<file path="config.mk">
export PLATFORM = sky130hd
export DESIGN_NAME = carrier_wake_ctrl
export DESIGN_NICKNAME = d
export VERILOG_FILES = /design/src/rtl/cwc_pkg.sv /design/src/rtl/cwc_tick_timer.sv /design/src/rtl/cwc_edge_count.sv /design/src/rtl/carrier_wake_ctrl.sv
export SDC_FILE = /design/constraint.sdc
export NUM_CORES = 1
export LEC_CHECK = 0
export ABC_AREA = 1
export CAP_MARGIN = 15
export CORE_MARGIN = 10
export CORE_UTILIZATION = 51
export CTS_BUF_LIST = sky130_fd_sc_hd__clkbuf_8
export DETAILED_ROUTE_END_ITERATION = 6
export PLACE_DENSITY_LB_ADDON = 0.05
export SLEW_MARGIN = 20
export SYNTH_ARGS = -nofsm -noshare
export SYNTH_HDL_FRONTEND = slang
export SYNTH_SLANG_ARGS = --single-unit
</file>
<file path="constraint.sdc">
create_clock -name clk -period 3.1 [get_ports clk]
set_clock_uncertainty 0.05 [all_clocks]
set_input_delay 0.775 -clock clk [delete_from_list [all_inputs] [get_ports clk]]
set_output_delay 0.775 -clock clk [all_outputs]
set_load 0.02 [all_outputs]
</file>
<file path="src/rtl/cwc_pkg.sv">
package cwc_pkg;

    typedef enum logic [2:0] {
        ST_OFF  = 3'd0,
        ST_ON   = 3'd1,
        ST_SYNC = 3'd2,
        ST_RECV = 3'd3,
        ST_HOLD = 3'd4
    } cwc_state_e;

endpackage

</file>
<file path="src/rtl/cwc_tick_timer.sv">
// Tick counter for the current phase; expire flags the tick that completes the limit.
module cwc_tick_timer #(
    parameter int TW = 8
) (
    input  logic          clk,
    input  logic          rst_n,
    input  logic          tick,
    input  logic          clr,
    input  logic [TW-1:0] limit,
    output logic          expire
);
    localparam logic [TW-1:0] CNT_MAX = {TW{1'b1}};

    logic [TW-1:0] cnt_d, cnt_q;
    logic [TW:0]   nxt_w;
    logic [TW:0]   lim_w;

    always_comb begin
        nxt_w  = {1'b0, cnt_q} + {{TW{1'b0}}, 1'b1};
        lim_w  = (limit == '0) ? {{TW{1'b0}}, 1'b1} : {1'b0, limit};
        expire = tick && (nxt_w >= lim_w);
        cnt_d  = cnt_q;
        if (clr) begin
            cnt_d = '0;
        end else if (tick && (cnt_q != CNT_MAX)) begin
            cnt_d = cnt_q + 1'b1;
        end
    end

    always_ff @(posedge clk) begin
        if (!rst_n) cnt_q <= '0;
        else        cnt_q <= cnt_d;
    end

    // Without a tick or clear the phase time must not move (duty timing, R1).
    assert_timer_idle_R1: assert property (@(posedge clk) disable iff (!rst_n)
        (!clr && !tick) |=> $stable(cnt_q));

endmodule

</file>
<file path="src/rtl/cwc_edge_count.sv">
// Saturating count of carrier edges within one on window.
module cwc_edge_count #(
    parameter int EW = 6
) (
    input  logic          clk,
    input  logic          rst_n,
    input  logic          clr,
    input  logic          inc,
    output logic [EW-1:0] count
);
    localparam logic [EW-1:0] CNT_MAX = {EW{1'b1}};

    logic [EW-1:0] cnt_d, cnt_q;

    always_comb begin
        cnt_d = cnt_q;
        if (clr) begin
            cnt_d = '0;
        end else if (inc && (cnt_q != CNT_MAX)) begin
            cnt_d = cnt_q + 1'b1;
        end
    end

    always_ff @(posedge clk) begin
        if (!rst_n) cnt_q <= '0;
        else        cnt_q <= cnt_d;
    end

    assign count = cnt_q;

    // A new window always starts from an empty count.
    assert_window_fresh_R2: assert property (@(posedge clk) disable iff (!rst_n)
        clr |=> (count == '0));

    // Once at the ceiling the count stays there until cleared.
    assert_no_wrap_R2: assert property (@(posedge clk) disable iff (!rst_n)
        (cnt_q == CNT_MAX && !clr) |=> (cnt_q == CNT_MAX));

endmodule

</file>
<file path="src/rtl/carrier_wake_ctrl.sv">
module carrier_wake_ctrl #(
    parameter int TW = 8,
    parameter int EW = 6,
    parameter int CW = 4
) (
    input  logic          clk,
    input  logic          rst_n,
    input  logic          tick,
    input  logic          mode_cd,
    input  logic          irq_en,
    input  logic [TW-1:0] on_ticks,
    input  logic [TW-1:0] off_ticks,
    input  logic [TW-1:0] timeout_ticks,
    input  logic [EW-1:0] edge_need,
    input  logic [CW-1:0] win_need,
    input  logic          carrier_edge,
    input  logic          sync_hit,
    input  logic          msg_done,
    input  logic          flag_clr,
    output logic          rx_en,
    output logic          filt_en,
    output logic          wake_flag,
    output logic          irq,
    output logic          rx_busy
);
    import cwc_pkg::*;

    localparam logic [TW-1:0] PHASE_IDLE = {TW{1'b1}};

    typedef struct packed {
        cwc_state_e    st;
        logic [CW-1:0] wins;
    } ctl_t;

    ctl_t ctl_d, ctl_q;

    logic          tmr_exp;
    logic          tmr_clr;
    logic [TW-1:0] tmr_lim;
    logic          edge_clr;
    logic          edge_inc;
    logic [EW-1:0] edge_cnt;
    logic          validated;
    logic [CW:0]   wins_nxt;
    logic [CW:0]   wins_lim;

    // Limit of the phase that is running now.
    always_comb begin
        unique case (ctl_q.st)
            ST_OFF:  tmr_lim = off_ticks;
            ST_ON:   tmr_lim = on_ticks;
            ST_SYNC: tmr_lim = timeout_ticks;
            default: tmr_lim = PHASE_IDLE;
        endcase
    end

    cwc_tick_timer #(.TW(TW)) u_timer (
        .clk    (clk),
        .rst_n  (rst_n),
        .tick   (tick),
        .clr    (tmr_clr),
        .limit  (tmr_lim),
        .expire (tmr_exp)
    );

    cwc_edge_count #(.EW(EW)) u_edges (
        .clk   (clk),
        .rst_n (rst_n),
        .clr   (edge_clr),
        .inc   (edge_inc),
        .count (edge_cnt)
    );

    // Next-state computation for the whole controller.
    always_comb begin
        ctl_d     = ctl_q;
        validated = (edge_cnt >= edge_need);
        wins_nxt  = {1'b0, ctl_q.wins} + {{CW{1'b0}}, 1'b1};
        wins_lim  = (win_need == '0) ? {{CW{1'b0}}, 1'b1} : {1'b0, win_need};

        unique case (ctl_q.st)
            ST_OFF: begin
                if (tmr_exp) ctl_d.st = ST_ON;
            end
            ST_ON: begin
                if (validated) begin
                    if (!mode_cd) begin
                        ctl_d.st   = ST_SYNC;
                        ctl_d.wins = '0;
                    end else if (wins_nxt >= wins_lim) begin
                        ctl_d.st   = ST_HOLD;
                        ctl_d.wins = '0;
                    end else begin
                        ctl_d.st   = ST_OFF;
                        ctl_d.wins = wins_nxt[CW-1:0];
                    end
                end else if (tmr_exp) begin
                    ctl_d.st   = ST_OFF;
                    ctl_d.wins = '0;
                end
            end
            ST_SYNC: begin
                if (sync_hit) begin
                    ctl_d.st = ST_RECV;
                end else if (tmr_exp) begin
                    ctl_d.st   = ST_OFF;
                    ctl_d.wins = '0;
                end
            end
            ST_RECV: begin
                if (msg_done) begin
                    ctl_d.st   = ST_OFF;
                    ctl_d.wins = '0;
                end
            end
            ST_HOLD: begin
                if (flag_clr) begin
                    ctl_d.st   = ST_OFF;
                    ctl_d.wins = '0;
                end
            end
            default: begin
                ctl_d.st   = ST_OFF;
                ctl_d.wins = '0;
            end
        endcase

        tmr_clr  = (ctl_d.st != ctl_q.st);
        edge_clr = (ctl_d.st == ST_ON) && (ctl_q.st != ST_ON);
        edge_inc = carrier_edge && (ctl_q.st == ST_ON);
    end

    always_ff @(posedge clk) begin
        if (!rst_n) begin
            ctl_q.st   <= ST_OFF;
            ctl_q.wins <= '0;
        end else begin
            ctl_q <= ctl_d;
        end
    end

    assign rx_en     = (ctl_q.st == ST_ON) || (ctl_q.st == ST_SYNC) || (ctl_q.st == ST_RECV);
    assign filt_en   = (ctl_q.st == ST_SYNC) || (ctl_q.st == ST_RECV);
    assign rx_busy   = (ctl_q.st == ST_RECV);
    assign wake_flag = (ctl_q.st == ST_HOLD);
    assign irq       = wake_flag && irq_en;

    // The filter only ever starts from a window that was already powered.
    assert_filter_from_on_R4: assert property (@(posedge clk) disable iff (!rst_n)
        $rose(filt_en) |-> ($past(rx_en) && rx_en));

    // The wake flag stays until software clears it.
    assert_flag_sticky_R9: assert property (@(posedge clk) disable iff (!rst_n)
        (wake_flag && !flag_clr) |=> (wake_flag && !rx_en));

    // Clearing the flag leads into an off time.
    assert_clear_to_off_R9: assert property (@(posedge clk) disable iff (!rst_n)
        (wake_flag && flag_clr) |=> (!wake_flag && !rx_en));

    // A sync match during the search always opens the receive state.
    assert_sync_enters_rx_R10: assert property (@(posedge clk) disable iff (!rst_n)
        (filt_en && !rx_busy && sync_hit) |=> rx_busy);

    // Message end powers the receiver down.
    assert_done_powers_down_R10: assert property (@(posedge clk) disable iff (!rst_n)
        (rx_busy && msg_done) |=> !rx_en);

    // An unvalidated window end forgets all earlier validations.
    assert_streak_reset_R7: assert property (@(posedge clk) disable iff (!rst_n)
        (ctl_q.st == ST_ON && !validated && tmr_exp) |=> (ctl_q.wins == '0));

endmodule

</file>
# After elaboration in Yosys (flattened, before gate mapping)
# Cells that the tools add are included.
# Widths: inputs -> output; s select.
[totals] regBits=21
[classes] reduce_logical=15 n_mux=14 bitwise_logic=2 eq_ne=12 magnitude_cmp=3 addsub=4
[ops] op="$mux 7" count=6
[ops] op="$pmux 8 s3" count=1
[ops] op="$pmux 4 s5" count=1
[ops] op="$pmux 3 s5" count=1
[ops] op="$add 8x1->9 const B" count=1
[ops] op="$ge 9x9->1" count=1
[ops] op="$add 8x1->8 const B" count=1
[ops] op="$logic_not 8->1" count=1
[ops] op="$mux 4" count=2
[ops] op="$mux 8" count=1
[ops] op="$ne 8x8->1 const B" count=1
[ops] op="$add 6x1->6 const B" count=1
[ops] op="$eq 3x1->1 const B" count=2
[ops] op="$eq 3x2->1 const B" count=2
[ops] op="$ge 6x6->1" count=1
[ops] op="$logic_and 1x1->1" count=6
[ops] op="$mux 3" count=2
[ops] op="$ne 2x2->1 const B" count=3
[ops] op="$ne 6x6->1 const B" count=1
[ops] op="$add 4x1->5 const B" count=1
[ops] op="$ge 5x4->1" count=1
[ops] op="$logic_not 4->1" count=1
[ops] op="$reduce_and 4->1" count=1
[ops] op="$reduce_or 2->1" count=2
[ops] op="6 further kinds" count=9

# Longest topological paths before layout
[logic_depth] depth_word=12 ltp_mapped=25

# Hierarchy
# A second synthesis with hierarchy kept.
[unflattened] hier_cells=315 area_unflattened_um2=1988.2
[modules_own_cells] mod="carrier_wake_ctrl" area_each_um2=949.7 cells_per_inst=163 n_inst=1
[modules_own_cells] mod="cwc_tick_timer" area_each_um2=659.4 cells_per_inst=95 n_inst=1
[modules_own_cells] mod="cwc_edge_count" area_each_um2=379.1 cells_per_inst=57 n_inst=1

# Worst setup path before layout
# No wires, ideal clock.
[synth_path] path_type="input to register" startpoint="input port off_ticks[3]" endpoint="register u_timer.cnt_q[3]" cell_stages=20 arrival_time_ps=2553 slack_ps=380 path_cell_list="a21oi_1 > nand2_1 > a21oi_1 > nand4_1 > o2111ai_1 > ha_1 > inv_1 > nand2_1 > nand2_1 > nand3_1 > nand2_1 > nand2_1 > nand2_1 > nand2_1 > nand2_2 > nand3_1 > nand2_1 > nand2_1 > nand4_4 > nor2_1"
[synth_via] elab_chain_len=10 word_cells_on_any_way=12 classes_between="1 x order compare; 1 x eq/ne; 7 x mux; 3 x reduce/logical"
[synth_rtl] item="from (decl)" line_no="carrier_wake_ctrl.sv:12" rtl="input logic [TW-1:0] off_ticks,"
[synth_rtl] item="$pmux 8 s3 *" line_no="carrier_wake_ctrl.sv:49" rtl="unique case (ctl_q.st)"
[synth_rtl] item="$logic_not 8->1" line_no="cwc_tick_timer.sv:20" rtl="lim_w = (limit == '0) ? {{TW{1'b0}}, 1'b1} : {1'b0, limit};"
[synth_rtl] item="$mux 8 *" line_no="cwc_tick_timer.sv:20"
[synth_rtl] item="$ge 9x9->1 *" line_no="cwc_tick_timer.sv:21" rtl="expire = tick && (nxt_w >= lim_w);"
[synth_rtl] item="$logic_and 1x1->1 *" line_no="cwc_tick_timer.sv:21"
[synth_rtl] item="$mux 7" line_no="carrier_wake_ctrl.sv:97, carrier_wake_ctrl.sv:105"
[synth_rtl] item="$mux 3 / $mux 7 (equally long branches)" line_no="carrier_wake_ctrl.sv:103, carrier_wake_ctrl.sv:86"
[synth_rtl] item="$pmux 3 s5 *" line_no="carrier_wake_ctrl.sv:81" rtl="unique case (ctl_q.st)"
[synth_rtl] item="$ne 3x3->1 *" line_no="carrier_wake_ctrl.sv:128" rtl="tmr_clr = (ctl_d.st != ctl_q.st);"
[synth_rtl] item="$reduce_or 2->1 (no line) *"
[synth_rtl] item="to (signal assigned)" line_no="cwc_tick_timer.sv:32" rtl="else cnt_q <= cnt_d;"
[synth_rtl] item="to (decl)" line_no="cwc_tick_timer.sv:14" rtl="logic [TW-1:0] cnt_d, cnt_q;"
# Mark *: on every way between the ends. The rest lies on a longest branch, timed or not.
# A chain may end at the register's enable or synchronous reset.

# Worst setup path after layout
[layout_path] startpoint="register ctl_q[4] (netlist name)" endpoint="register u_timer.cnt_q[2]"
[layout_via] elab_chain_len=11 word_cells_on_any_way=19 classes_between="1 x order compare; 5 x eq/ne; 9 x mux; 4 x reduce/logical"
[layout_rtl] item="from (decl)" line_no="carrier_wake_ctrl.sv:35" rtl="ctl_t ctl_d, ctl_q;"
[layout_rtl] item="from (signal assigned)" line_no="carrier_wake_ctrl.sv:138" rtl="ctl_q <= ctl_d;"
[layout_rtl] item="$eq 3x2->1 (tied with other cells)" line_no="carrier_wake_ctrl.sv:49, carrier_wake_ctrl.sv:81"
[layout_rtl] item="$pmux 8 s3" line_no="carrier_wake_ctrl.sv:49"
[layout_rtl] item="$logic_not 8->1" line_no="cwc_tick_timer.sv:20"
[layout_rtl] item="$mux 8" line_no="cwc_tick_timer.sv:20"
[layout_rtl] item="$ge 9x9->1" line_no="cwc_tick_timer.sv:21"
[layout_rtl] item="$logic_and 1x1->1" line_no="cwc_tick_timer.sv:21"
[layout_rtl] item="$mux 7" line_no="carrier_wake_ctrl.sv:97, carrier_wake_ctrl.sv:105"
[layout_rtl] item="$mux 3 / $mux 7 (equally long branches)" line_no="carrier_wake_ctrl.sv:103, carrier_wake_ctrl.sv:86"
[layout_rtl] item="$pmux 3 s5" line_no="carrier_wake_ctrl.sv:81"
[layout_rtl] item="$ne 3x3->1 *" line_no="carrier_wake_ctrl.sv:128"
[layout_rtl] item="$reduce_or 2->1 (no line) *"
# Mark *: on every way between the ends. The rest lies on a longest branch, timed or not. The select of a mux whose other input is x is not followed.

==> reports/metrics.yaml <==
power:
  power.leakage_nw: 1.50
  switchingPower_mw: 0.184
  pwr-share-clk_pct: 26.6
  p_seq_share_pct: 42.9
  power_frac_comb_pct: 30.5
  power.density_mw_per_mm2: 231
  vdd_ir_drop_max_v: 0.000318
  p_int_mw: 0.473
  switching_share_pct: 28.1
sta:
  finalMaxSlewViolations: 0
  max-slew-margin-rel_pct: 72.0
  setup_viol: 0
  period_share_pct: 94.6
  rsz0062_at_grt: "true"
  hold_viol: 0
  tightest_slew_ns: 0.419
  fin_setup_tns_ns: 0
  min_period_ns: 2.93
  fmax_ghz: 0.341
finish:
  fin_util_pct: 78.4
  final_common_cell: "nand2_1"
  final_nets: 421
  most-common-layout-cells: "61 x nand2_1, 38 x inv_1, 26 x nor2_1, 26 x clkdlybuf4s50_1, 22 x buf_4"
  synthToLayoutAreaGrowth_pct: 49.4
  antennaDiodeCount: 0
  drive_above_1_share_pct: 23.9
  nFillCells: 283
clocking:
  h-tree-depth: 1
  path_clk_slew_ns: 0.07
  cts_buffers: 3
  cts_root_buf: "clkbuf_8"
  cts_sinks: 21
  clk_path_buf_depth: 2
  insertion_delay_ns: 0.25
  cts_tree: "done"
setup_path:
  crit_fanout: 8
  r2r_slack_ns: 0.17
  cp.arrival_ns: 3.08
  start_kind: "flop"
  endpoint_kind: "flop"
  criticalPathCategory: "flop to flop"
  critPathRequiredTime_ns: 3.25
drt:
  vias_per_cell: 5.05
  vias: 2039
  wl_um: 5310
  first_iter_violations: 72
  antenna_left: 0
  first_pass_iters: 4
  avgRoutedWirePerCell_um: 13.1
  drcViolationCount: 0
global_route:
  grt_pass1_wl_um: 8110
  grt_pass1_vias: 1878
  track_usage_pct: 14.8
  grt_max_degree: 13
  antenna_found_initial: 0
  grt-ovfl-total: 0
synthesis:
  synth.avg_cell_area_sq_um: 6.74
  syn_area_sq_mm: 0.00191
  synth-seq-cells: 21
  yosys_warnings: 0
  synth_seq_area_share_pct: 22.0
  synth_cell_types: 35
  syn_inst: 283
  synth_nets: 347
floorplanning:
  ioPinCount: 48
  start_util_pct: 52.5
  fp.dieArea_sq_mm: 0.00659
  core-area_sq_mm: 0.00363
  die_x_um: 81.2
  die_y_um: 81.2
  rows: 22
worst_hold_path:
  min_path_type: "flop to flop"
place:
  portBuffers: 47
  gp_congestion: 0.831
  hpwl_um: 3950
job:
  maxCapViolations: 0
run_status:
  status: "finished, final reports clean"
==> metrics by stage <==
stage	power [mW]	cells	cell area, sq um	hold WS (ns)	setup WS, ns
final	0.657	404	2850	0.445	0.168
after global routing	0.693	404	2850	0.488	-0.101
after CTS	0.646	397	2630	0.444	0.00949
after detailed placement	0.468	392	2550	0.434	-0.344
after global placement	0.465	392	2550	0.430	-0.223
after floorplan	0.377	283	1910	0.408	0.380
==> metal layers <==
metal,global-route usage [%],vias up,wire length (um)
li1,-,1063,-
met2,25.6,65,2600
met3,2.65,6,262
met1,18.6,905,2380
met5,0,-,0
met4,3.11,0,76
==> power by group through the flow <==
stage | logic (mW) | clock network, mW | registers [mW]
CTS | 0.185 | 0.176 | 0.284
floorplan | 0.0882 | 0 | 0.289
global placement | 0.175 | 0 | 0.290
finish | 0.200 | 0.175 | 0.282
detailed placement | 0.178 | 0 | 0.290
global route | 0.225 | 0.185 | 0.283
==> layout make-up <==
cell class                 instances  area, sq um  share of cell area [%]
multi-input combinational        213         1410                    49.3
timing repair buffer              71          719                    25.2
sequential                        21          432                    15.1
inverter                          47          186                    6.54
tap                               48         60.1                    2.11
clock buffer                       3         41.3                    1.45
clock inverter                     1         5.00                   0.176
==> flip-flops by register name (all words and copies together) (netlist names) <==
name	cells
u_edges.count	6
u_timer.cnt_q	8
ctl_q	7
==> cell families (layout without fill, tap and decap cells) <==
kind of cell	count (synthesis)	in the layout	synth area share (%)
multiplexers	3	3	1.57
AND/OR/NAND/NOR	129	129	31.9
buffers and inverters	49	122	9.97
adder cells (fa/ha/maj)	21	21	13.8
flip-flops	21	21	22.0
XOR/XNOR	12	12	5.51
AO/OA/AOI/OAI	48	48	15.3
==> cells in the mapped netlist <==
master     instances  area, sq um
o211ai_4           1         21.3
o21ai_0            5         25.0
o211ai_1           2         15.0
clkbuf_1           1         3.75
dfxtp_1           21          420
nand2_4            2         22.5
o21ai_2            1         8.76
inv_4              1         6.26
nor2_1            29          109
ha_1              21          263
nand4_4            1         21.3
nor2_2             3         18.8
nor2_4             2         22.5
xor2_1            12          105
nor3_1             1         5.00
o21bai_1           1         7.51
o21ai_4            1         16.3
o2111ai_1          1         8.76
nand2_1           67          251
nand3_1           16         80.1
nand3_2            1         10.0
buf_4              1         7.51
inv_1             39          146
nand4_1            2         12.5
o21a_1             1         7.51
mux2i_1            3         30.0
a31o_2             1         8.76
nor3_2             1         10.0
or2_2              1         6.26
nand2_2            1         6.26
nor3_4             2         32.5
o21ai_1            1         5.00
a21oi_1           31          155
a31oi_1            2         12.5
inv_2              7         26.3
==> timing repair <==
| item | in CTS | in global routing |
|---|---|---|
| gates resized for setup | 7 | 55 |
| gates cloned | 0 | 0 |
| buffers inserted | 1 | 7 |
| pin swaps | 2 | 35 |
| hold buffers | 0 | 0 |
| setup endpoints to repair | 9 | 19 |
==> worst max-delay path: stages, from the launching register on <==
cell and delay [ns]:
dfxtp_4 0.39, inv_6 0.10, o21ai_4 0.07, buf_6 0.14, a21oi_1 0.17, nand2_1 0.10
a21oi_2 0.13, nand4_1 0.13, o2111ai_2 0.22, ha_1 0.25, inv_1 0.05, nand2_1 0.04
nand2_1 0.05, nand3_1 0.06, nand2_1 0.07, nand2_1 0.05, nand2_1 0.07, nand2_2 0.08
nand3_2 0.09, nand2_2 0.07, inv_2 0.07, nand2_2 0.05, nand2_2 0.08, nand4_4 0.17
nor2_1 0.13
==> path summary, 6_finish.rpt <==
check	start	to	cells past startpoint
worst max register to register	ctl_q[4]$_SDFF_PN0_	u_timer.cnt_q[2]$_SDFFE_PP0P_	24
worst min register to register	ctl_q[3]$_SDFFE_PN0P_	ctl_q[3]$_SDFFE_PN0P_	2
worst min-delay path	ctl_q[3]$_SDFFE_PN0P_	ctl_q[3]$_SDFFE_PN0P_	2
worst max-delay path	ctl_q[4]$_SDFF_PN0_	u_timer.cnt_q[2]$_SDFFE_PP0P_	24
Note: power is estimated with default switching activity, not from simulation.
